`config.mk`:
```
export PLATFORM = sky130hd
export DESIGN_NAME = spi_dbuf_master
export DESIGN_NICKNAME = d
export VERILOG_FILES = /design/src/rtl/spi_dbuf_pkg.sv /design/src/rtl/spi_dbuf_shifter.sv /design/src/rtl/spi_dbuf_rxq.sv /design/src/rtl/spi_dbuf_flags.sv /design/src/rtl/spi_dbuf_master.sv
export SDC_FILE = /design/constraint.sdc
export NUM_CORES = 1
export LEC_CHECK = 0
export BUFFER_PORTS_ARGS = -buffer_cell sky130_fd_sc_hd__clkbuf_2
export CAP_MARGIN = 20
export CORE_ASPECT_RATIO = 1.5
export CORE_UTILIZATION = 35
export DETAILED_ROUTE_END_ITERATION = 8
export MAX_ROUTING_LAYER = met4
export PLACE_DENSITY = 0.54
export REMOVE_ABC_BUFFERS = 1
export SETUP_SLACK_MARGIN = 0.05
export SKIP_CTS_REPAIR_TIMING = 1
export SYNTH_ARGS = -nofsm -noshare
export SYNTH_HDL_FRONTEND = slang
export SYNTH_SLANG_ARGS = --single-unit
```
`constraint.sdc`:
```
create_clock -name clk -period 4.4 [get_ports clk]
set_input_delay 0.88 -clock clk [delete_from_list [all_inputs] [get_ports clk]]
set_output_delay 0.88 -clock clk [all_outputs]
set_load 0.005 [all_outputs]
```
`src/rtl/spi_dbuf_pkg.sv`:
```
package spi_dbuf_pkg;
   localparam int ADDR_W = 2;

   typedef enum logic [ADDR_W-1:0] {
      REG_DATA = 2'd0,
      REG_STAT = 2'd1,
      REG_CSEL = 2'd2
   } reg_sel_e;

   // status bit positions
   localparam int ST_TXE = 0;
   localparam int ST_RXC = 1;
   localparam int ST_TC  = 2;
   localparam int ST_COL = 3;
   localparam int ST_OVR = 4;
   localparam int ST_BITS = 5;
endpackage

```
`src/rtl/spi_dbuf_shifter.sv`:
```
module spi_dbuf_shifter #(
   parameter int FRAME_W = 8
) (
   input  logic               clk,
   input  logic               rst_n,
   input  logic               wr_en,
   input  logic [FRAME_W-1:0] wr_data,
   output logic               hold_free,
   output logic               collide,
   output logic               frame_end,
   output logic               drained,
   output logic [FRAME_W-1:0] rx_word,
   output logic               sck,
   output logic               mosi,
   input  logic               miso
);
   localparam int CNT_W = (FRAME_W > 2) ? $clog2(FRAME_W) : 1;
   localparam logic [CNT_W-1:0] LAST_BIT = CNT_W'(FRAME_W - 1);

   if (FRAME_W < 2) begin : g_bad_width
      $error("spi_dbuf_shifter: FRAME_W must be at least 2");
   end

   logic               hold_full_q;
   logic [FRAME_W-1:0] hold_q;
   logic [FRAME_W-1:0] tx_sh_q;
   logic [FRAME_W-1:0] rx_sh_q;
   logic               busy_q;
   logic               sck_q;
   logic [CNT_W-1:0]   bit_q;

   logic accept, last_fall, load;

   assign accept    = wr_en & ~hold_full_q;
   assign last_fall = busy_q & sck_q & (bit_q == LAST_BIT);
   assign load      = hold_full_q & (~busy_q | last_fall);

   always_ff @(posedge clk or negedge rst_n) begin
      if (!rst_n) begin
         hold_full_q <= 1'b0;
         hold_q      <= '0;
         tx_sh_q     <= '0;
         rx_sh_q     <= '0;
         busy_q      <= 1'b0;
         sck_q       <= 1'b0;
         bit_q       <= '0;
      end else begin
         if (accept) begin
            hold_q      <= wr_data;
            hold_full_q <= 1'b1;
         end else if (load) begin
            hold_full_q <= 1'b0;
         end

         if (load) begin
            busy_q  <= 1'b1;
            tx_sh_q <= hold_q;
            bit_q   <= '0;
            sck_q   <= 1'b0;
         end else if (busy_q) begin
            if (!sck_q) begin
               sck_q   <= 1'b1;
               rx_sh_q <= {rx_sh_q[FRAME_W-2:0], miso};
            end else begin
               sck_q <= 1'b0;
               if (last_fall) begin
                  busy_q <= 1'b0;
               end else begin
                  bit_q   <= bit_q + 1'b1;
                  tx_sh_q <= {tx_sh_q[FRAME_W-2:0], 1'b0};
               end
            end
         end
      end
   end

   assign hold_free = ~hold_full_q;
   assign collide   = wr_en & hold_full_q;
   assign frame_end = last_fall;
   assign drained   = last_fall & ~hold_full_q;
   assign rx_word   = rx_sh_q;
   assign sck       = sck_q;
   assign mosi      = busy_q & tx_sh_q[FRAME_W-1];

   // the serial clock toggles every system clock while a frame runs
   assert_sck_toggles_R3: assert property (@(posedge clk) disable iff (!rst_n)
      (busy_q && $past(busy_q)) |-> (sck_q != $past(sck_q)));

   // the serial clock rests low whenever no frame is active
   assert_sck_idle_low_R3: assert property (@(posedge clk) disable iff (!rst_n)
      !busy_q |-> !sck_q);

   // a queued byte starts on the next serial clock period
   assert_gapless_R5: assert property (@(posedge clk) disable iff (!rst_n)
      (last_fall && hold_full_q) |=> (busy_q && !sck_q && bit_q == '0));

   // a write into a full holding register leaves it untouched
   assert_hold_kept_R8: assert property (@(posedge clk) disable iff (!rst_n)
      (wr_en && hold_full_q) |=> $stable(hold_q));
endmodule

```
`src/rtl/spi_dbuf_rxq.sv`:
```
module spi_dbuf_rxq #(
   parameter int WIDTH = 8,
   parameter int DEPTH = 2
) (
   input  logic             clk,
   input  logic             rst_n,
   input  logic             push,
   input  logic [WIDTH-1:0] push_data,
   input  logic             pop,
   output logic [WIDTH-1:0] head,
   output logic             not_empty,
   output logic             dropped
);
   localparam int PTR_W = (DEPTH > 1) ? $clog2(DEPTH) : 1;
   localparam int CNT_W = $clog2(DEPTH + 1);
   localparam logic [CNT_W-1:0] FULL_CNT = CNT_W'(DEPTH);

   if (DEPTH < 2 || (DEPTH & (DEPTH - 1)) != 0) begin : g_bad_depth
      $error("spi_dbuf_rxq: DEPTH must be a power of two, at least 2");
   end

   logic [WIDTH-1:0] mem_q [DEPTH];
   logic [PTR_W-1:0] wr_ptr_q, rd_ptr_q;
   logic [CNT_W-1:0] count_q;
   logic             pop_ok, push_ok, is_full;

   assign is_full = (count_q == FULL_CNT);
   assign pop_ok  = pop & (count_q != '0);
   assign push_ok = push & (~is_full | pop_ok);

   always_ff @(posedge clk or negedge rst_n) begin
      if (!rst_n) begin
         wr_ptr_q <= '0;
         rd_ptr_q <= '0;
         count_q  <= '0;
         for (int i = 0; i < DEPTH; i++) mem_q[i] <= '0;
      end else begin
         if (push_ok) begin
            mem_q[wr_ptr_q] <= push_data;
            wr_ptr_q        <= wr_ptr_q + 1'b1;
         end
         if (pop_ok) rd_ptr_q <= rd_ptr_q + 1'b1;
         if (push_ok && !pop_ok)      count_q <= count_q + 1'b1;
         else if (pop_ok && !push_ok) count_q <= count_q - 1'b1;
      end
   end

   assign head      = mem_q[rd_ptr_q];
   assign not_empty = (count_q != '0);
   assign dropped   = push & ~push_ok;

   // occupancy never exceeds the queue depth
   assert_no_overflow_R9: assert property (@(posedge clk) disable iff (!rst_n)
      count_q <= FULL_CNT);

   // a push into a full queue without a pop leaves it full
   assert_drop_keeps_full_R9: assert property (@(posedge clk) disable iff (!rst_n)
      (push && is_full && !pop) |=> (count_q == FULL_CNT));

   // simultaneous push and pop on a full queue keeps it full
   assert_swap_when_full_R10: assert property (@(posedge clk) disable iff (!rst_n)
      (push && pop && is_full) |=> (count_q == FULL_CNT));
endmodule

```
`src/rtl/spi_dbuf_flags.sv`:
```
module spi_dbuf_flags (
   input  logic clk,
   input  logic rst_n,
   input  logic stat_rd,
   input  logic data_acc,
   input  logic drained,
   input  logic collide,
   input  logic dropped,
   output logic tc,
   output logic col,
   output logic ovr
);
   logic tc_q, arm_q, col_q, ovr_q;

   always_ff @(posedge clk or negedge rst_n) begin
      if (!rst_n) begin
         tc_q  <= 1'b0;
         arm_q <= 1'b0;
         col_q <= 1'b0;
         ovr_q <= 1'b0;
      end else begin
         if (stat_rd)       arm_q <= tc_q;
         else if (data_acc) arm_q <= 1'b0;

         if (drained)                tc_q <= 1'b1;
         else if (data_acc && arm_q) tc_q <= 1'b0;

         if (collide)      col_q <= 1'b1;
         else if (stat_rd) col_q <= 1'b0;

         if (dropped)      ovr_q <= 1'b1;
         else if (stat_rd) ovr_q <= 1'b0;
      end
   end

   assign tc  = tc_q;
   assign col = col_q;
   assign ovr = ovr_q;

   // an armed data access clears transfer complete
   assert_tc_clear_R7: assert property (@(posedge clk) disable iff (!rst_n)
      (arm_q && data_acc && !drained) |=> !tc_q);

   // without the armed sequence the flag holds
   assert_tc_hold_R7: assert property (@(posedge clk) disable iff (!rst_n)
      (tc_q && !(arm_q && data_acc)) |=> tc_q);

   // a collision is always recorded
   assert_col_sticky_R8: assert property (@(posedge clk) disable iff (!rst_n)
      collide |=> col_q);

   // a dropped byte is always recorded
   assert_ovr_sticky_R9: assert property (@(posedge clk) disable iff (!rst_n)
      dropped |=> ovr_q);
endmodule

```
`src/rtl/spi_dbuf_master.sv`:
```
module spi_dbuf_master
   import spi_dbuf_pkg::*;
#(
   parameter int FRAME_W  = 8,
   parameter int RX_DEPTH = 2
) (
   input  logic               clk,
   input  logic               rst_n,
   input  logic [ADDR_W-1:0]  bus_addr,
   input  logic               bus_wr,
   input  logic               bus_rd,
   input  logic [FRAME_W-1:0] bus_wdata,
   output logic [FRAME_W-1:0] bus_rdata,
   output logic               spi_sck,
   output logic               spi_mosi,
   input  logic               spi_miso,
   output logic               spi_cs_n
);
   if (FRAME_W < ST_BITS) begin : g_bad_status_width
      $error("spi_dbuf_master: FRAME_W too narrow for the status register");
   end

   logic data_wr, data_rd, stat_rd, csel_wr, data_acc;
   logic hold_free, collide, frame_end, drained;
   logic rxq_ne, dropped, tc, col, ovr;
   logic [FRAME_W-1:0] rx_word, rx_head, stat_v;
   logic cs_q;

   assign data_wr  = bus_wr & (bus_addr == REG_DATA);
   assign data_rd  = bus_rd & (bus_addr == REG_DATA);
   assign stat_rd  = bus_rd & (bus_addr == REG_STAT);
   assign csel_wr  = bus_wr & (bus_addr == REG_CSEL);
   assign data_acc = data_wr | data_rd;

   spi_dbuf_shifter #(.FRAME_W(FRAME_W)) shifter_i (
      .clk(clk), .rst_n(rst_n),
      .wr_en(data_wr), .wr_data(bus_wdata),
      .hold_free(hold_free), .collide(collide),
      .frame_end(frame_end), .drained(drained), .rx_word(rx_word),
      .sck(spi_sck), .mosi(spi_mosi), .miso(spi_miso)
   );

   spi_dbuf_rxq #(.WIDTH(FRAME_W), .DEPTH(RX_DEPTH)) rxq_i (
      .clk(clk), .rst_n(rst_n),
      .push(frame_end), .push_data(rx_word),
      .pop(data_rd), .head(rx_head),
      .not_empty(rxq_ne), .dropped(dropped)
   );

   spi_dbuf_flags flags_i (
      .clk(clk), .rst_n(rst_n),
      .stat_rd(stat_rd), .data_acc(data_acc),
      .drained(drained), .collide(collide), .dropped(dropped),
      .tc(tc), .col(col), .ovr(ovr)
   );

   always_ff @(posedge clk or negedge rst_n) begin
      if (!rst_n)       cs_q <= 1'b0;
      else if (csel_wr) cs_q <= bus_wdata[0];
   end
   assign spi_cs_n = ~cs_q;

   always_comb begin
      stat_v         = '0;
      stat_v[ST_TXE] = hold_free;
      stat_v[ST_RXC] = rxq_ne;
      stat_v[ST_TC]  = tc;
      stat_v[ST_COL] = col;
      stat_v[ST_OVR] = ovr;
   end

   always_comb begin
      unique case (bus_addr)
         REG_DATA: bus_rdata = rxq_ne ? rx_head : '0;
         REG_STAT: bus_rdata = stat_v;
         REG_CSEL: bus_rdata = {{(FRAME_W-1){1'b0}}, cs_q};
         default:  bus_rdata = '0;
      endcase
   end

   // chip select follows the last write to its register
   assert_cs_follows_R2: assert property (@(posedge clk) disable iff (!rst_n)
      csel_wr |=> (spi_cs_n == !$past(bus_wdata[0])));

   // received data waiting is reported right after a frame ends
   assert_rxc_after_frame_R6: assert property (@(posedge clk) disable iff (!rst_n)
      frame_end |=> rxq_ne);
endmodule

```
==> results of run 1 <==
layout by cell type, fill, tap and decap left out, drive strengths merged, types with 5 or more instances in the layout:
| cell | netlist | layout |
|---|---|---|
| clkbuf | 1 | 32 |
| mux2 | 34 | 34 |
| nor2 | 18 | 18 |
| inv | 7 | 7 |
| mux2i | 7 | 7 |
| dfrtp | 55 | 55 |
| o21ai | 10 | 10 |
| nand2 | 23 | 23 |
| a31oi | 8 | 8 |
| a22o | 5 | 5 |
metal layers:
metal / track usage (%) / share of wire, % / vias to the layer above
li1: - / - / 775
met2: 23.6 / 49 / 22
met1: 18.1 / 46 / 764
met3: 2.68 / 2.8 / 7
met5: - / 0 / -
met4: 5.14 / 1.6 / 0
through the flow:
stage / setup WS [ps] / util, %
floorplan: 2090 / -
global placement: 1590 / 39.2
detailed placement: 1510 / 39.2
CTS: 1500 / 40.4
global route: 1370 / 40.4
finish: 1550 / 40.4
worst paths after layout:
check / end / slack [ps] / cells after the start
max: bus_rdata[4] / 1550 / 5
min: flags_i.ovr / 490 / 2
max reg2reg: rxq_i.count_q[1] / 2390 / 6
min reg2reg: flags_i.ovr / 490 / 2
max in group asynchronous: rxq_i.mem_q[7] / 2950 / 2
min in group asynchronous: shifter_i.bit_q[1] / 620 / 1
power groups by stage:
stage                     Clock (mW)  Sequential (mW)  Combinational [mW]
after global placement             0            0.898               0.563
after CTS                      0.285            0.895               0.573
after global routing           0.302            0.928               0.639
after floorplan                    0            0.852               0.454
after detailed placement           0            0.904               0.575
final                          0.272            0.892               0.559
layout make-up:
cell class	count	area [um^2]	area share (%)
Clock buffer	7	76.3	2.76
Clock inverter	1	5.00	0.181
Inverter	7	26.3	0.950
Multi-Input combinational cell	141	1050	38.0
Sequential cell	55	1380	49.8
Tap cell	78	97.6	3.53
Timing Repair Buffer	26	133	4.79
kinds of logic after synthesis:
family | Yosys count | synth area share, %
adder cells (fa/ha/maj) | 3 | 1.51
flip-flops | 55 | 55.3
AO/OA/AOI/OAI | 32 | 8.64
buffers and inverters | 13 | 2.46
AND/OR/NAND/NOR | 60 | 12.2
multiplexers | 41 | 18.2
XOR/XNOR | 5 | 1.76
critical path, cell delays in order:
cell and delay, ps:
clkbuf_2 160, nor2_4 180, o21ai_0 320, o21ai_0 290, clkbuf_2 140
state kept, by name, indices dropped and copies added, names as in the netlist, 2 cells and up:
| signal | cells |
|---|---|
| shifter_i.tx_sh_q | 8 |
| shifter_i.rx_word | 8 |
| rxq_i.mem_q | 16 |
| shifter_i.hold_q | 8 |
| shifter_i.bit_q | 3 |
| rxq_i.count_q | 2 |
==> reports/results.ini, run 1 <==
[route]
vias=1568
drt_iter0_markers=62
drc=0
wire_per_inst_um=14.9
final_antenna_net_count=0
wirelength_mm=4.69
via_per_inst=4.98
firstDrtPassIters=6

[critical_path]
r2r_start=rxq_i.count_q[0]
cp-end-kind=primary output
startpoint_type=input port
critPathRequiredTime_ps=3520
cp.arrival_ps=1970
worstSetupPathType=input port to primary output
path_max_fanout=8
cp-startpoint=bus_addr[0]

[synthesis]
synth_seq_cells=55
async_flop_share_pct=100
syn_area_um2=2490
yosysTopAreaCell=dfrtp_1
synth_top_area_share_pct=55.3
synth_common_cells=dfrtp_1 (55), mux2_2 (34), nand2_1 (23)
synth_most_common_cell=dfrtp_1
yosysWarnings=0
synth_cell_types=34
synth-main-ff-cell=dfrtp_1
synth_cells=209
yosysSeqAreaShare_pct=55.3
synth.avg_cell_area_um2=11.9
synth_top_cells_by_area=dfrtp_1 (55%), mux2_2 (15%), nand2_1 (3.5%)
synth_edf_count=0

[timing]
hold_viol=0
period_share_pct=64.9
rsz0062_at_grt=no
slew_headroom_pct=29.6
setup_viol=0
fin_skew_ps=5.03
period_needed_ps=2850
fmax_mhz=350
tightestPinTransition_ps=1050
drv_slew=0
tns_ps=0
holdWs_ps=492

[pwr]
clock_power_share_pct=15.8
power.switching_uw=583
p_comb_share_pct=32.5
p_seq_share_pct=51.7
switching_share_pct=33.8
p_leak_nw=1.29
internal_power_mw=1.14
power_mw=1.72
p_per_area_nw_per_um2=623
vdd_drop_max_mv=0.251

[clock_network]
cts_sinks=55
clkLatencyLatePin_ps=300
cts_buffers=5
h-tree-depth=2
clk_path_buf_depth=2
path_clk_slew_ps=100
root_buffer=clkbuf_8
cts_tree=yes

[hold_path]
min_path_type=register to register
min_from=flags_i.ovr

[floorplanning]
core-area_um2=6850
dieArea_um2=7460
dieWidth_um=70.9
floorplan.initialDensity_pct=36.3
rows=37
ioPinCount=26
die_h_um=105

[finish]
fin_nets=254
antenna_cells=0
synthToLayoutAreaGrowth_pct=11.1
final_cells=315
fillers=683
drive_above_1_share_pct=31.2
final_area_um2=2770

[status]
status=finished, final reports clean

[place]
place_area_um2=2690
dp.cells=307
io_buffers=25
dp.final_hpwl_mm=3.31
gp_congestion=0.773

[grt]
track_usage_pct=14.5
grt_pass1_vias=1655
grt_start_max_net_pins=30
grt_first_pass_wirelength_mm=8.12
grt_overflow_total=0
antenna_found_initial=0

[run]
drv_cap=0

Note: power is estimated with default switching activity, not from simulation.
==> run 2: changes to the inputs <==
--- a/config.mk
+++ b/config.mk
@@ -11,7 +11,7 @@
 export CORE_UTILIZATION = 35
 export DETAILED_ROUTE_END_ITERATION = 8
 export MAX_ROUTING_LAYER = met4
-export PLACE_DENSITY = 0.54
+export PLACE_DENSITY = 0.56
 export REMOVE_ABC_BUFFERS = 1
 export SETUP_SLACK_MARGIN = 0.05
 export SKIP_CTS_REPAIR_TIMING = 1
==> constraint.sdc (replaced) <==
create_clock -name clk -period 2.45 [get_ports clk]
set_input_delay 0.49 -clock clk [delete_from_list [all_inputs] [get_ports clk]]
set_output_delay 0.49 -clock clk [all_outputs]
set_load 0.005 [all_outputs]
==> run 2 against run 1 <==
  * Combinational power grew 95%
  * Die area is the same
  * Via count grew 1.5%
  * Routed wire length grew 1.5%
  * Sequential cell count is the same
  * Non-clock buffer count grew 3
  * Sequential power grew 77%
  * Highest routed layer unchanged
  * First-iteration DRC count grew 16%
  * Critical endpoint is now bus_rdata[0]
==> reports/results.ini, run 2 (synthesis gave the netlist of run 1 again) <==
[status]
status=finished, final reports clean

[finish]
synthToLayoutAreaGrowth_pct=12.5
largest_register=rxq_i.mem_q
final_cells=318  ; +0.95%
final_area_um2=2800  ; +1.2%
fin_nets=257  ; +1.2%
layout_common_cells=dfrtp_1 (55), mux2_2 (34), clkbuf_2 (25)
largest_register_ffs=16  ; unchanged
antenna_cells=0  ; unchanged
drive_above_1_share_pct=32.9  ; +1.7 points
final_util_pct=40.9  ; +0.49 points
layout_commonest_cell=dfrtp_1

[grt]
grt_pass1_vias=1666  ; +0.66%
track_usage_pct=14.4  ; -0.14 points
grt_overflow_total=0  ; unchanged
grt_first_pass_wirelength_mm=8.09  ; -0.34%
grt_start_max_net_pins=56  ; +87%
antenna_found_initial=0  ; unchanged

[timing]
holdWs_ps=290  ; -201 ps
drv_slew=0  ; unchanged
fmax_mhz=472
hold_viol=0  ; unchanged
period_share_pct=86.4
slew_headroom_pct=53.2  ; +24 points
tightestPinTransition_ps=702  ; -352 ps
fin_skew_ps=11.4  ; +6.37 ps
tns_ps=0  ; unchanged
period_needed_ps=2120
rsz0062_at_grt=no
fin_ws_ps=333  ; -1210 ps
setup_viol=0  ; unchanged

[clock_network]
clk_path_buf_depth=2  ; unchanged
h-tree-depth=2  ; unchanged
cts_sinks=55  ; unchanged
cts_tree=yes
root_buffer=clkbuf_8
cts_buffers=5  ; unchanged
clkLatencyLatePin_ps=310  ; about the same
path_clk_slew_ps=110  ; about the same

[place]
dp.final_hpwl_mm=3.47  ; +4.9%
gp_congestion=0.833  ; +7.7%
dp.cells=310  ; +0.98%
io_buffers=25  ; unchanged
place_ws_ps=458  ; -1050 ps
place_area_um2=2710  ; +0.84%

[critical_path]
cp.arrival_ps=1630  ; -340 ps
path_max_fanout=5  ; -3
worstSetupPathType=register to primary output
ff2ff_path_depth=5  ; -1
cp-end-kind=primary output
r2r_slack_ps=500  ; -1890 ps
critPathRequiredTime_ps=1960  ; -1560 ps
r2r_start=shifter_i.bit_q[0]
r2r_end=rxq_i.mem_q[5]
startpoint_type=register

[floorplanning]
rows=37  ; unchanged
dieWidth_um=70.9  ; unchanged
die_h_um=105  ; unchanged
ioPinCount=26  ; unchanged
dieArea_um2=7460  ; unchanged
core-area_um2=6850  ; unchanged
floorplan.initialDensity_pct=36.3  ; unchanged

[route]
wl_met2_mm=2.41  ; +4.5%
drc=0  ; unchanged
via_per_inst=5.00  ; +0.51%
wire_per_inst_um=15.0  ; +0.58%
met3_length_um=111  ; -14%
final_antenna_net_count=0  ; unchanged
top_layer_used=met4
wl_met1_mm=2.19  ; +0.74%
firstDrtPassIters=6  ; unchanged
wirelength_mm=4.76  ; +1.5%
vias=1591  ; +1.5%
drt_iter0_markers=72  ; +16%

[hold_path]
min_path_type=input port to asynchronous set/reset pin

[pwr]
vdd_drop_max_mv=0.586  ; +130%
p_leak_nw=1.31  ; +1.4%
p_per_area_nw_per_um2=1140  ; +83%
power_mw=3.19  ; +85%

[run]
drv_cap=0  ; unchanged

## run 2: changes by cell type in the layout (fill, tap and decap cells not counted)
cell,previous run,this run
clkbuf_1,2,0
buf_4,1,4
inv_8,0,1
clkinvlp_4,0,1
## run 2: worst max path at each step
stage | start | to | slack (ps) | depth (start not counted)
after global placement | bus_addr[0] | bus_rdata[0] | 510 | 5
after detailed placement | bus_addr[0] | bus_rdata[0] | 460 | 5
after global routing | rxq_i.count_q[0] | bus_rdata[0] | 210 | 5
after CTS | rxq_i.count_q[0] | bus_rdata[0] | 290 | 5
after floorplan | bus_addr[0] | rxq_i.count_q[1] | 660 | 6
final | rxq_i.count_q[0] | bus_rdata[0] | 330 | 5
## run 2: critical path, stage by stage, from the launching register on
cell and delay [ps]:
dfrtp_1 450, nor2_1 90, nor4_1 330, a21oi_1 80
o22ai_1 220, clkbuf_2 150
## run 2: area by class of cell
cell class | instances | area, um^2
Clock buffer | 5 | 68.8
Fill cell | 683 | 4050
Clock inverter | 3 | 23.8
Timing Repair Buffer | 29 | 155
Tap cell | 78 | 97.6
Inverter | 7 | 26.3
Multi-Input combinational cell | 141 | 1050
Sequential cell | 55 | 1380
## run 2: per-layer routing
layer	vias to the layer above	track usage, %
met5	-	-
met4	0	4.71
met3	4	2.39
met2	25	24.2
met1	779	17.5
li1	783	-
## run 2: report_power, final
part	total, mW	switching [mW]	internal, mW	leakage, nW
combinational	1.09	0.506	0.581	0.586
clock	0.524	0.316	0.207	0.0461
sequential	1.58	0.290	1.29	0.674
total	3.19	1.11	2.08	1.31
